[src/rtl/bsh_pkg.sv]
package bsh_pkg;

  // Distance of stage k in the cascade.
  function automatic int unsigned stage_dist(input int unsigned k);
    return 32'd1 << k;
  endfunction

  // Number of 1 bits in a 16-bit word.
  function automatic int unsigned ones16(input logic [15:0] v);
    int unsigned c;
    c = 0;
    for (int i = 0; i < 16; i++) c += int'(v[i]);
    return c;
  endfunction

  // Mask with the low n bits set.
  function automatic logic [15:0] low_mask(input int unsigned n);
    logic [15:0] m;
    m = '0;
    for (int i = 0; i < 16; i++) if (i < n) m[i] = 1'b1;
    return m;
  endfunction

  // Encodings of the per-bit selector: {shift_on, dir_right}.
  typedef enum logic [1:0] {
    SEL_HOLD_L  = 2'b00,
    SEL_HOLD_R  = 2'b01,
    SEL_FROM_LO = 2'b10,
    SEL_FROM_HI = 2'b11
  } slice_sel_e;

endpackage

[src/rtl/bsh_slice.sv]
module bsh_slice
  import bsh_pkg::*;
(
  input  logic self_bit,
  input  logic lo_bit,
  input  logic hi_bit,
  input  logic shift_on,
  input  logic dir_right,
  input  logic en,
  output logic out_bit
);
  slice_sel_e sel;
  logic       picked;

  assign sel = slice_sel_e'({shift_on, dir_right});

  always_comb begin
    unique case (sel)
      SEL_HOLD_L, SEL_HOLD_R: picked = self_bit;
      SEL_FROM_LO:            picked = lo_bit;
      SEL_FROM_HI:            picked = hi_bit;
      default:                picked = 1'b0;
    endcase
  end

  assign out_bit = en & picked;
endmodule

[src/rtl/bsh_stage.sv]
module bsh_stage
  import bsh_pkg::*;
#(
  parameter int W    = 16,
  parameter int DIST = 1
) (
  input  logic [W-1:0] stage_in,
  input  logic         shift_on,
  input  logic         dir_right,
  input  logic         en,
  output logic [W-1:0] stage_out
);
  localparam int FILL = (DIST < W) ? DIST : W;

  for (genvar n = 0; n < W; n++) begin : g_bit
    logic lo_b, hi_b;
    if (n >= DIST) begin : g_lo
      assign lo_b = stage_in[n-DIST];
    end else begin : g_lo_zero
      assign lo_b = 1'b0;
    end
    if (n + DIST < W) begin : g_hi
      assign hi_b = stage_in[n+DIST];
    end else begin : g_hi_zero
      assign hi_b = 1'b0;
    end
    bsh_slice u_slice (
      .self_bit (stage_in[n]),
      .lo_bit   (lo_b),
      .hi_bit   (hi_b),
      .shift_on (shift_on),
      .dir_right(dir_right),
      .en       (en),
      .out_bit  (stage_out[n])
    );
  end

  // Named views of the vacated edge for the checks below.
  logic [FILL-1:0] low_edge, high_edge;
  assign low_edge  = stage_out[FILL-1:0];
  assign high_edge = stage_out[W-1:W-FILL];

  always_comb begin
    if (en && !shift_on)
      AST_STAGE_PASS: assert (stage_out == stage_in);
    if (en && shift_on && !dir_right)
      AST_STAGE_LFILL: assert (low_edge == '0);
    if (en && shift_on && dir_right)
      AST_STAGE_RFILL: assert (high_edge == '0);
  end
endmodule

[src/rtl/stage_barrel_shifter.sv]
module stage_barrel_shifter
  import bsh_pkg::*;
#(
  parameter int W = 16
) (
  input  logic [W-1:0]         data_in,
  input  logic [$clog2(W)-1:0] shamt,
  input  logic                 dir_right,
  input  logic                 en,
  output logic [W-1:0]         data_out
);
  localparam int SW = $clog2(W);

  logic [W-1:0] chain [SW+1];
  assign chain[0] = data_in;

  for (genvar k = 0; k < SW; k++) begin : g_stage
    bsh_stage #(.W(W), .DIST(1 << k)) u_stage (
      .stage_in (chain[k]),
      .shift_on (shamt[k]),
      .dir_right(dir_right),
      .en       (en),
      .stage_out(chain[k+1])
    );
  end

  assign data_out = chain[SW];

  // Named events for the checks.
  logic amount_zero, gated_off;
  assign amount_zero = (shamt == '0);
  assign gated_off   = !en;

  always_comb begin
    if (gated_off)
      AST_GATED_ZERO: assert (data_out == '0);
    if (en && amount_zero)
      AST_ZERO_PASS: assert (data_out == data_in);
    if (W == 16)
      AST_NO_NEW_ONES: assert (ones16(16'(data_out)) <= ones16(16'(data_in)));
    if (en && W == 16 && !dir_right)
      AST_LEFT_LOW_ZERO: assert ((16'(data_out) & low_mask(shamt)) == '0);
    if (en && W == 16 && dir_right)
      AST_RIGHT_HIGH_ZERO: assert ((16'(data_out) & ~(16'hFFFF >> shamt)) == '0);
  end
endmodule

[config.mk]
export PLATFORM = sky130hd
export DESIGN_NAME = stage_barrel_shifter
export DESIGN_NICKNAME = d
export VERILOG_FILES = /design/src/rtl/bsh_pkg.sv /design/src/rtl/bsh_slice.sv /design/src/rtl/bsh_stage.sv /design/src/rtl/stage_barrel_shifter.sv
export SDC_FILE = /design/constraint.sdc
export NUM_CORES = 1
export LEC_CHECK = 0
export ABC_AREA = 1
export BUFFER_PORTS_ARGS = -buffer_cell sky130_fd_sc_hd__buf_2
export CORE_ASPECT_RATIO = 0.7
export CORE_UTILIZATION = 50
export DETAILED_ROUTE_END_ITERATION = 8
export PLACE_DENSITY = 0.87
export SYNTH_ARGS = -nofsm -noshare
export SYNTH_HDL_FRONTEND = slang
export SYNTH_SLANG_ARGS = --single-unit
[constraint.sdc]
create_clock -name vclk -period 6.03
set_input_delay 1.206 -clock vclk [all_inputs]
set_output_delay 1.206 -clock vclk [all_outputs]
set_load 0.05 [all_outputs]
-- Yosys cells after proc, flatten, opt, wreduce, memory -nomap -nowiden
Cells that the tools add are included.
- word-level logic and storage cells: 148
- bits in registers: 0
- mux-type cells: 64
- eq/ne operators: 12
- reductions and logical operators: 8
- bitwise gates (word level): 64
- operators by type and width (kind ; number):
    one-hot mux 1 bit (3 select lines) ; 64
    bitwise AND 1 bit ; 64
    equality test 2 bit, second input constant ; 8
    equality test 2 x 1 -> 1 bit, second input constant ; 4
    zero test 2 bit ; 4
    OR reduction 2 bit ; 4

-- Logic depth before layout (Yosys ltp)
Gate-level depths: netlist (run 1).
- depth in word-level cells: 10
- mapped depth: 15

-- Cells and area by module
A second synthesis (run 1) with hierarchy kept.
- cell total of the unflattened synthesis: 582
- area, all modules: 2272.2 µm²
- modules (own cells, without submodules) (module ; cells each ; instances ; seq. area each (µm²) ; area an instance (µm²)):
    bsh_slice ; 9 ; 64 ; 0.0 ; 35.0
    bsh_stage (g_stage[0].u_stage) ; 3 ; 1 ; 0.0 ; 18.8
    bsh_stage (g_stage[1].u_stage ...) ; 1 ; 3 ; 0.0 ; 3.8

-- Worst setup path after synthesis (run 1)
OpenSTA, ideal clock, no wires.
- path kind: input-to-output
- from: input en
- to: output data_out[1]
- cell stages on the path: 11
- data arrival time: 2.443 ns
- setup slack: 2.381 ns
- path buffers: 3
- path through: buf_4 inv_2 buf_6 a21oi_1 nand3_1 nand2_1 nand3_2 o21ai_0 nand2_1 a21oi_1 buf_4
- cells in the longest elaborated chain, start to end: 7
- RTL lines (item ; RTL line ; source):
    start: declaration ; stage_barrel_shifter.sv:9 ; input logic en,
    bitwise AND 1 bit ; bsh_slice.sv:26 ; assign out_bit = en & picked;
    one-hot mux 1 bit (3 select lines) ; bsh_slice.sv:18 ; unique case (sel)
    bitwise AND 1 bit ; bsh_slice.sv:26 ;
    one-hot mux 1 bit (3 select lines) ; bsh_slice.sv:18 ;
    bitwise AND 1 bit ; bsh_slice.sv:26 ;
    one-hot mux 1 bit (3 select lines) ; bsh_slice.sv:18 ;
    bitwise AND 1 bit (*) ; bsh_slice.sv:26 ;
    end: declaration ; stage_barrel_shifter.sv:10 ; output logic [W-1:0] data_out
Mark *: on every way between the ends. The rest lies on a longest branch, timed or not.

-- Worst setup path after layout (run 1)
- from: input shamt[0]
- to: output data_out[9]
- cells in the longest elaborated chain, start to end: 10
- RTL lines (item ; RTL line ; source):
    start: declaration ; stage_barrel_shifter.sv:7 ; input logic [$clog2(W)-1:0] shamt,
    equality test 2 x 1 -> 1 bit / zero test 2 bit (equally long branches) ; bsh_slice.sv:18 ;
    OR reduction 2 bit ; bsh_slice.sv:18 ;
    one-hot mux 1 bit (3 select lines) ; bsh_slice.sv:18 ;
    bitwise AND 1 bit ; bsh_slice.sv:26 ;
    one-hot mux 1 bit (3 select lines) ; bsh_slice.sv:18 ;
    bitwise AND 1 bit ; bsh_slice.sv:26 ;
    one-hot mux 1 bit (3 select lines) ; bsh_slice.sv:18 ;
    bitwise AND 1 bit ; bsh_slice.sv:26 ;
    one-hot mux 1 bit (3 select lines) (*) ; bsh_slice.sv:18 ;
    bitwise AND 1 bit (*) ; bsh_slice.sv:26 ;
Marks and branches as above.

==> results of run 1 <==
-- how the worst max path moves through the flow --
stage	startpoint	endpoint
2_1_floorplan	en	data_out[1]
5_1_grt	shamt[0]	data_out[9]
3_3_place_gp	shamt[0]	data_out[13]
4_1_cts	shamt[0]	data_out[9]
3_5_place_dp	shamt[0]	data_out[9]
6_report	shamt[0]	data_out[9]
-- synth_stat cells (2+ instances only) --
cell type,instances,area (um2)
sky130_fd_sc_hd__nand2_1,124,465
sky130_fd_sc_hd__nand3_1,44,220
sky130_fd_sc_hd__inv_1,24,90.1
sky130_fd_sc_hd__buf_4,19,143
sky130_fd_sc_hd__nor2_1,19,71.3
sky130_fd_sc_hd__o21ai_0,13,65.1
sky130_fd_sc_hd__a21oi_1,11,55.1
sky130_fd_sc_hd__inv_2,7,26.3
sky130_fd_sc_hd__nand4_1,4,25.0
sky130_fd_sc_hd__nor2_2,4,25.0
sky130_fd_sc_hd__o22ai_1,4,25.0
sky130_fd_sc_hd__buf_2,3,15.0
sky130_fd_sc_hd__o21ai_1,3,15.0
sky130_fd_sc_hd__buf_6,2,22.5
sky130_fd_sc_hd__clkbuf_1,2,7.51
-- cells in the final DEF (no fill, tap or decap), drive strengths merged --
master / synthesis / routed
nand3: 45 / 45
o31ai: 1 / 1
o21ai: 17 / 17
or2: 1 / 1
inv: 31 / 31
nand2: 124 / 124
buf: 24 / 38
o22ai: 4 / 4
nor2: 23 / 23
a21oi: 11 / 11
nand4: 4 / 4
-- power by group through the flow --
stage	Sequential (uW)	Combinational (uW)	Clock (uW)
after detailed placement	0	145	0
after CTS	0	146	0
after global routing	0	162	0
after global placement	0	143	0
after floorplan	0	130	0
final	0	149	0
-- worst min-delay path, stage by stage --
cell and delay, ns:
sky130_fd_sc_hd__buf_2 0.21, sky130_fd_sc_hd__a21oi_1 0.09, sky130_fd_sc_hd__buf_2 0.20
-- layer usage --
metal,vias to the layer above,track usage
li1,931,-
met1,790,0.364
met2,123,0.417
met3,4,0.0227
met4,0,0.0140
met5,-,0
-- through the flow --
| step | setup WS (ns) | total power, uW | std cells | hold slack [ns] |
|---|---|---|---|---|
| floorplan | 2.38 | 130 | 287 | 2.72 |
| global placement | 1.94 | 143 | 333 | 2.92 |
| detailed placement | 1.82 | 145 | 333 | 2.91 |
| CTS | 1.82 | 146 | 333 | 2.92 |
| global route | 1.64 | 162 | 333 | 2.97 |
| finish | 1.80 | 149 | 333 | 2.92 |
-- cell type report --
cell class	instances	area, um2
fillers	261	1110
inverters	31	116
multi-input cells	230	1000
well taps	34	42.5
repair buffers	38	190
-- logic make-up (layout without fill, tap and decap cells) --
kind of cell | count (synthesis) | after routing | synth area share
compound gates | 33 | 33 | 0.135
buf+inv | 57 | 69 | 0.233
simple gates | 197 | 197 | 0.631
==> run metrics, run 1 <==
uppermost metal layer occupied by signal nets met4; footprint of the flip-flops and latches 0 um2; DR pass1 iterations 5; global route total overflow 0; start point of the worst min-delay path shamt[3]; CTS Hold Bufs 0; RSZ-0062 raised after global routing no; synthesized instance count approximately 290; Crit. path cell count 12; Core Footprint between 2000 and 2500 um2; crit-path leading delay family simple AND/OR/NAND/NOR gates; switching share of total power 0.736; Power Density 110 nW/um2; Internal around 39 uW; via count 1,848; run status finished clean; Setup Viol. Count Final 0; FF+latch count 0; Total Die Area 2820 um2; final-layout clock buffer total 0; biggest fanout along the worst timing path 21; Combinational Power Share 1.000; Final Critical Period 4.23 ns; met3 WL post-DR 480 um; sequential fraction of design power 0; Antenna diodes 0; antenna violations before repair 0; cell-by-cell listing of the critical path buf_2, inv_2, nor2_2, nand2_1, nand3_1, nand2_1, o21ai_2, nand2_1, o31ai_1, nand2_1, inv_1, buf_2; global routing usage summed across all routing layers 0.249; netlist area before placement 1300 um2; synthesis warning total 0; type of origin of the critical path input port; Crit path required time 4.82 ns; initial core utilization 0.530; Finished Core Util 0.549; x dimension of the die 63.0 um; post-route cell area around 1300 um2; Area after DPL between 1000 and 1500 um2; worst stage delay on the critical path a little over 0.3 ns; Total Neg Setup Slack 0 ns; GPL Wtd Cong 0.941; Die Y-Extent approximately 45 um; Hold Path Depth 3; Net Count, Synth 309; number of max-slew violations in the final report 0; maximum number of pins on one net before global-route repair 22; io pins 38; number of instances resized during post-cts repair 0; post-synthesis sequential area ratio 0; synthesized area divided by synthesized cell count ~4.5 um2; crit share post-route 0.702; type of the most critical hold path in -> out; Worst-Margin Slew 0.517 ns; kind of critical path in -> out; tightest slew margin relative to the limit 0.655; data arrival time at the worst-slack endpoint 3.03 ns; dpl hpwl between 2000 and 3000 um; post-detailed-route count of antenna-violating nets 0; Iter 0 DRT Violations 186; DRC viols 0; wire length on met1 1720 um; reported leakage power between 0.0007 and 0.0008 uW; endpoint with the worst hold slack data_out[0]; number of buffer and inverter instances along the worst setup path 4; met2 routed WL 1520 um; share of cells above drive strength 1 0.171; Setup Buffers After CTS 0; first-pass GRT wire length 5790 um; Crit. End Element primary output; Peak Freq approximately 0.24 GHz; Port Buffer Count 38; Routed WL per cell between 10 and 15 um; final hold violation count 0; Peak VDD IR 0.0479 mV; net count reported at finish 323; Critical Path Slowest Stage Cell sky130_fd_sc_hd__nor2_2; standard-cell row count 15; net load switching power 109 uW; post-DR vias/cell between 5 and 6; part of the total power dissipated in the clock network 0; Worst path most repeated cell sky130_fd_sc_hd__nand2_1; wire length reported by the detailed router 3750 um; Area growth syn-to-layout 3.45%; via count of the first global-routing pass 1,375; total of max-cap violations 0; number of distinct library cells after synthesis 19
(Power assumes the default switching activity.)
==> run 2, diff against run 1 <==
--- a/config.mk
+++ b/config.mk
@@ -5,12 +5,12 @@
 export SDC_FILE = /design/constraint.sdc
 export NUM_CORES = 1
 export LEC_CHECK = 0
-export ABC_AREA = 1
+export ABC_AREA = 0
 export BUFFER_PORTS_ARGS = -buffer_cell sky130_fd_sc_hd__buf_2
 export CORE_ASPECT_RATIO = 0.7
 export CORE_UTILIZATION = 50
 export DETAILED_ROUTE_END_ITERATION = 8
-export PLACE_DENSITY = 0.87
+export PLACE_DENSITY = 0.89
 export SYNTH_ARGS = -nofsm -noshare
 export SYNTH_HDL_FRONTEND = slang
 export SYNTH_SLANG_ARGS = --single-unit
==> constraint.sdc (replaced) <==
create_clock -name vclk -period 3.6
set_input_delay 0.72 -clock vclk [all_inputs]
set_output_delay 0.72 -clock vclk [all_outputs]
set_load 0.05 [all_outputs]
==> run 2 against run 1 <==
Effect of this change:
- die area is 17% higher
- via count is 1.5% higher
- hold slack worse by 0.98 ns
- sequential share of layout area stayed put
- critical path depth shrank 4
- non-clock buffer count is 9 higher
- setup slack lost 1.6 ns
- synthesized area rose by 18%
==> run metrics, run 2 <==
crit path launch dir_right (was shamt[0]); Die Y-Extent 48.3 um (was 44.7 um); met3 routing resource usage after global routing 0.0425 (was 0.0227); met1 Track Usage GR 0.471 (was 0.364); via count of the first global-routing pass 1,573 (was 1,375); via count 1,875 (was 1,848); data arrival time at the worst-slack endpoint 2.72 ns (was 3.03 ns); netlist area before placement 1530 um2 (was 1300 um2); initial core utilization 0.535 (was 0.530); post-synth top area cell sky130_fd_sc_hd__mux2i_1 (was sky130_fd_sc_hd__nand2_1); net count reported at finish 268 (was 323); Total Die Area 3290 um2 (was 2820 um2); maximum number of pins on one net before global-route repair 24 (was 22); cells taking the most area after synthesis sky130_fd_sc_hd__mux2i_1 (11%), sky130_fd_sc_hd__buf_4 (9.3%), sky130_fd_sc_hd__nand2b_1 (6.5%) (was sky130_fd_sc_hd__nand2_1 (36%), sky130_fd_sc_hd__nand3_1 (17%), sky130_fd_sc_hd__buf_4 (11%)); kind of critical path in -> out (unchanged); DR pass1 iterations 5 (unchanged); wire length reported by the detailed router 4820 um (was 3750 um); io pins 38 (unchanged); dpl hpwl 3750 um (was 2980 um); minimum setup slack after placement 0.217 ns (was 1.82 ns); antenna violations before repair 0 (unchanged); Internal 82.9 uW (was 39.3 uW); synth cell count leaders sky130_fd_sc_hd__nand2_1 (24), sky130_fd_sc_hd__nor2_1 (24), sky130_fd_sc_hd__buf_4 (19) (was sky130_fd_sc_hd__nand2_1 (124), sky130_fd_sc_hd__nand3_1 (44), sky130_fd_sc_hd__inv_1 (24)); DRC viols 0 (unchanged); Antenna diodes 0 (unchanged); switching share of total power 0.659 (was 0.736); post-synthesis sequential area ratio 0 (unchanged); Peak VDD IR 0.0720 mV (was 0.0479 mV); Crit path required time 2.88 ns (was 4.82 ns); Crit. End Element primary output (unchanged); top-area cell type share of the netlist area 0.111 (was 0.357); synthesis warning total 0 (unchanged); run status finished clean (unchanged); biggest fanout along the worst timing path 20 (was 21); Net Count, Synth 256 (was 309); RSZ-0062 raised after global routing no (unchanged); standard-cell row count 16 (was 15); Setup Buffers After CTS 0 (unchanged); Peak Freq 0.290 GHz; Power Density 151 nW/um2 (was 110 nW/um2); share of cells above drive strength 1 0.234 (was 0.171); most used cells in the layout excluding fill and tap cells sky130_fd_sc_hd__buf_2 (38), sky130_fd_sc_hd__nand2_1 (24), sky130_fd_sc_hd__nor2_1 (24) (was sky130_fd_sc_hd__nand2_1 (124), sky130_fd_sc_hd__nand3_1 (44), sky130_fd_sc_hd__buf_2 (38)); Core Footprint 2860 um2 (was 2460 um2); crit share post-route 0.957; final hold violation count 0 (unchanged); FF+latch count 0 (unchanged); Routed WL per cell 17.2 um (was 11.3 um); tightest slew margin relative to the limit 0.606 (was 0.655); Worst Hold Slack 1.94 ns (was 2.92 ns); Port Buffer Count 38 (unchanged); met2 Track Usage GR 0.404 (was 0.417); Final Critical Period approximately 3.4 ns; number of max-slew violations in the final report 0 (unchanged); total of max-cap violations 0 (unchanged); timing endpoint of the critical path data_out[13] (was data_out[9]); Total Neg Setup Slack 0 ns (unchanged); final-layout clock buffer total 0 (unchanged); layer with the highest usage after global routing met1 (was met2); most common library cell in the layout ignoring fill and taps sky130_fd_sc_hd__buf_2 (was sky130_fd_sc_hd__nand2_1); post-detailed-route count of antenna-violating nets 0 (unchanged); sequential fraction of design power 0 (about the same); number of distinct library cells after synthesis 53 (was 19); global routing usage summed across all routing layers 0.292 (was 0.249); reported leakage power 0.000685 uW (was 0.000783 uW); Setup Viol. Count Final 0 (unchanged); Area growth syn-to-layout 4.73% (was 3.45%); synthesized area divided by synthesized cell count 6.55 um2 (was 4.54 um2); footprint of the flip-flops and latches 0 um2 (unchanged); type of the most critical hold path in -> out (unchanged); CTS Hold Bufs 0 (unchanged); number of instances resized during post-cts repair 0 (unchanged); post-layout power 243 uW (was 149 uW); post-DR vias/cell 6.70 (was 5.55); type of origin of the critical path input port (unchanged); Worst-Margin Slew 0.582 ns (was 0.517 ns); Combinational Power Share 1.000 (about the same); smallest setup slack after layout 0.156 ns (was 1.80 ns); Iter 0 DRT Violations 347 (was 186); x dimension of the die 68.2 um (was 63.0 um); net load switching power 160 uW (was 109 uW); global route total overflow 0 (unchanged); first-pass GRT wire length 7630 um (was 5790 um); synthesized instance count 234 (was 287); GPL Wtd Cong 1.01 (was 0.941); part of the total power dissipated in the clock network 0 (about the same)
[run 2: area by class of cell]
| type | instances | area, um2 |
|---|---|---|
| inverter | 6 | 22.5 |
| tap | 36 | 45.0 |
| fill | 306 | 1260 |
| multi-input combinational | 191 | 1280 |
| timing repair buffer | 47 | 258 |
[run 2: per-layer routing]
metal | share of wire | routed length (um)
met5 | 0 | 0
met4 | 0.017 | 81
met3 | 0.11 | 534
met2 | 0.42 | 2020
met1 | 0.45 | 2180
[run 2: per-stage QoR]
step / util / instances / cell area (um2)
floorplan: - / 234 / 1530
global placement: 0.561 / 280 / 1610
detailed placement: 0.561 / 280 / 1610
CTS: 0.561 / 280 / 1610
global route: 0.561 / 280 / 1610
finish: 0.561 / 280 / 1610
[run 2: critical path, cell delays in order]
cell	delay, ns
sky130_fd_sc_hd__buf_2	0.36
sky130_fd_sc_hd__buf_4	0.27
sky130_fd_sc_hd__mux2_2	0.34
sky130_fd_sc_hd__mux2i_1	0.23
sky130_fd_sc_hd__o221ai_1	0.25
sky130_fd_sc_hd__a22oi_1	0.23
sky130_fd_sc_hd__nand3_1	0.10
sky130_fd_sc_hd__buf_2	0.22
[run 2: power groups by stage]
stage          clock (uW)  combinational (uW)  sequential (uW)
5_1_grt                 0                 260                0
3_5_place_dp            0                 237                0
2_1_floorplan           0                 191                0
4_1_cts                 0                 238                0
3_3_place_gp            0                 235                0
6_report                0                 243                0
[run 2: how the worst min path moves through the flow]
stage | endpoint | cells past startpoint | slack (ns) | from
3_5_place_dp | data_out[7] | 3 | 1.92 | en
6_report | data_out[7] | 3 | 1.94 | en
2_1_floorplan | data_out[9] | 5 | 1.88 | data_in[1]
4_1_cts | data_out[7] | 3 | 1.93 | en
3_3_place_gp | data_out[7] | 3 | 1.92 | en
5_1_grt | data_out[7] | 3 | 1.94 | en
[run 2: cell families after synthesis]
group / after synthesis / synth area share
mux: 24 / 0.182
buf+inv: 43 / 0.165
simple gates: 93 / 0.298
compound gates: 74 / 0.355
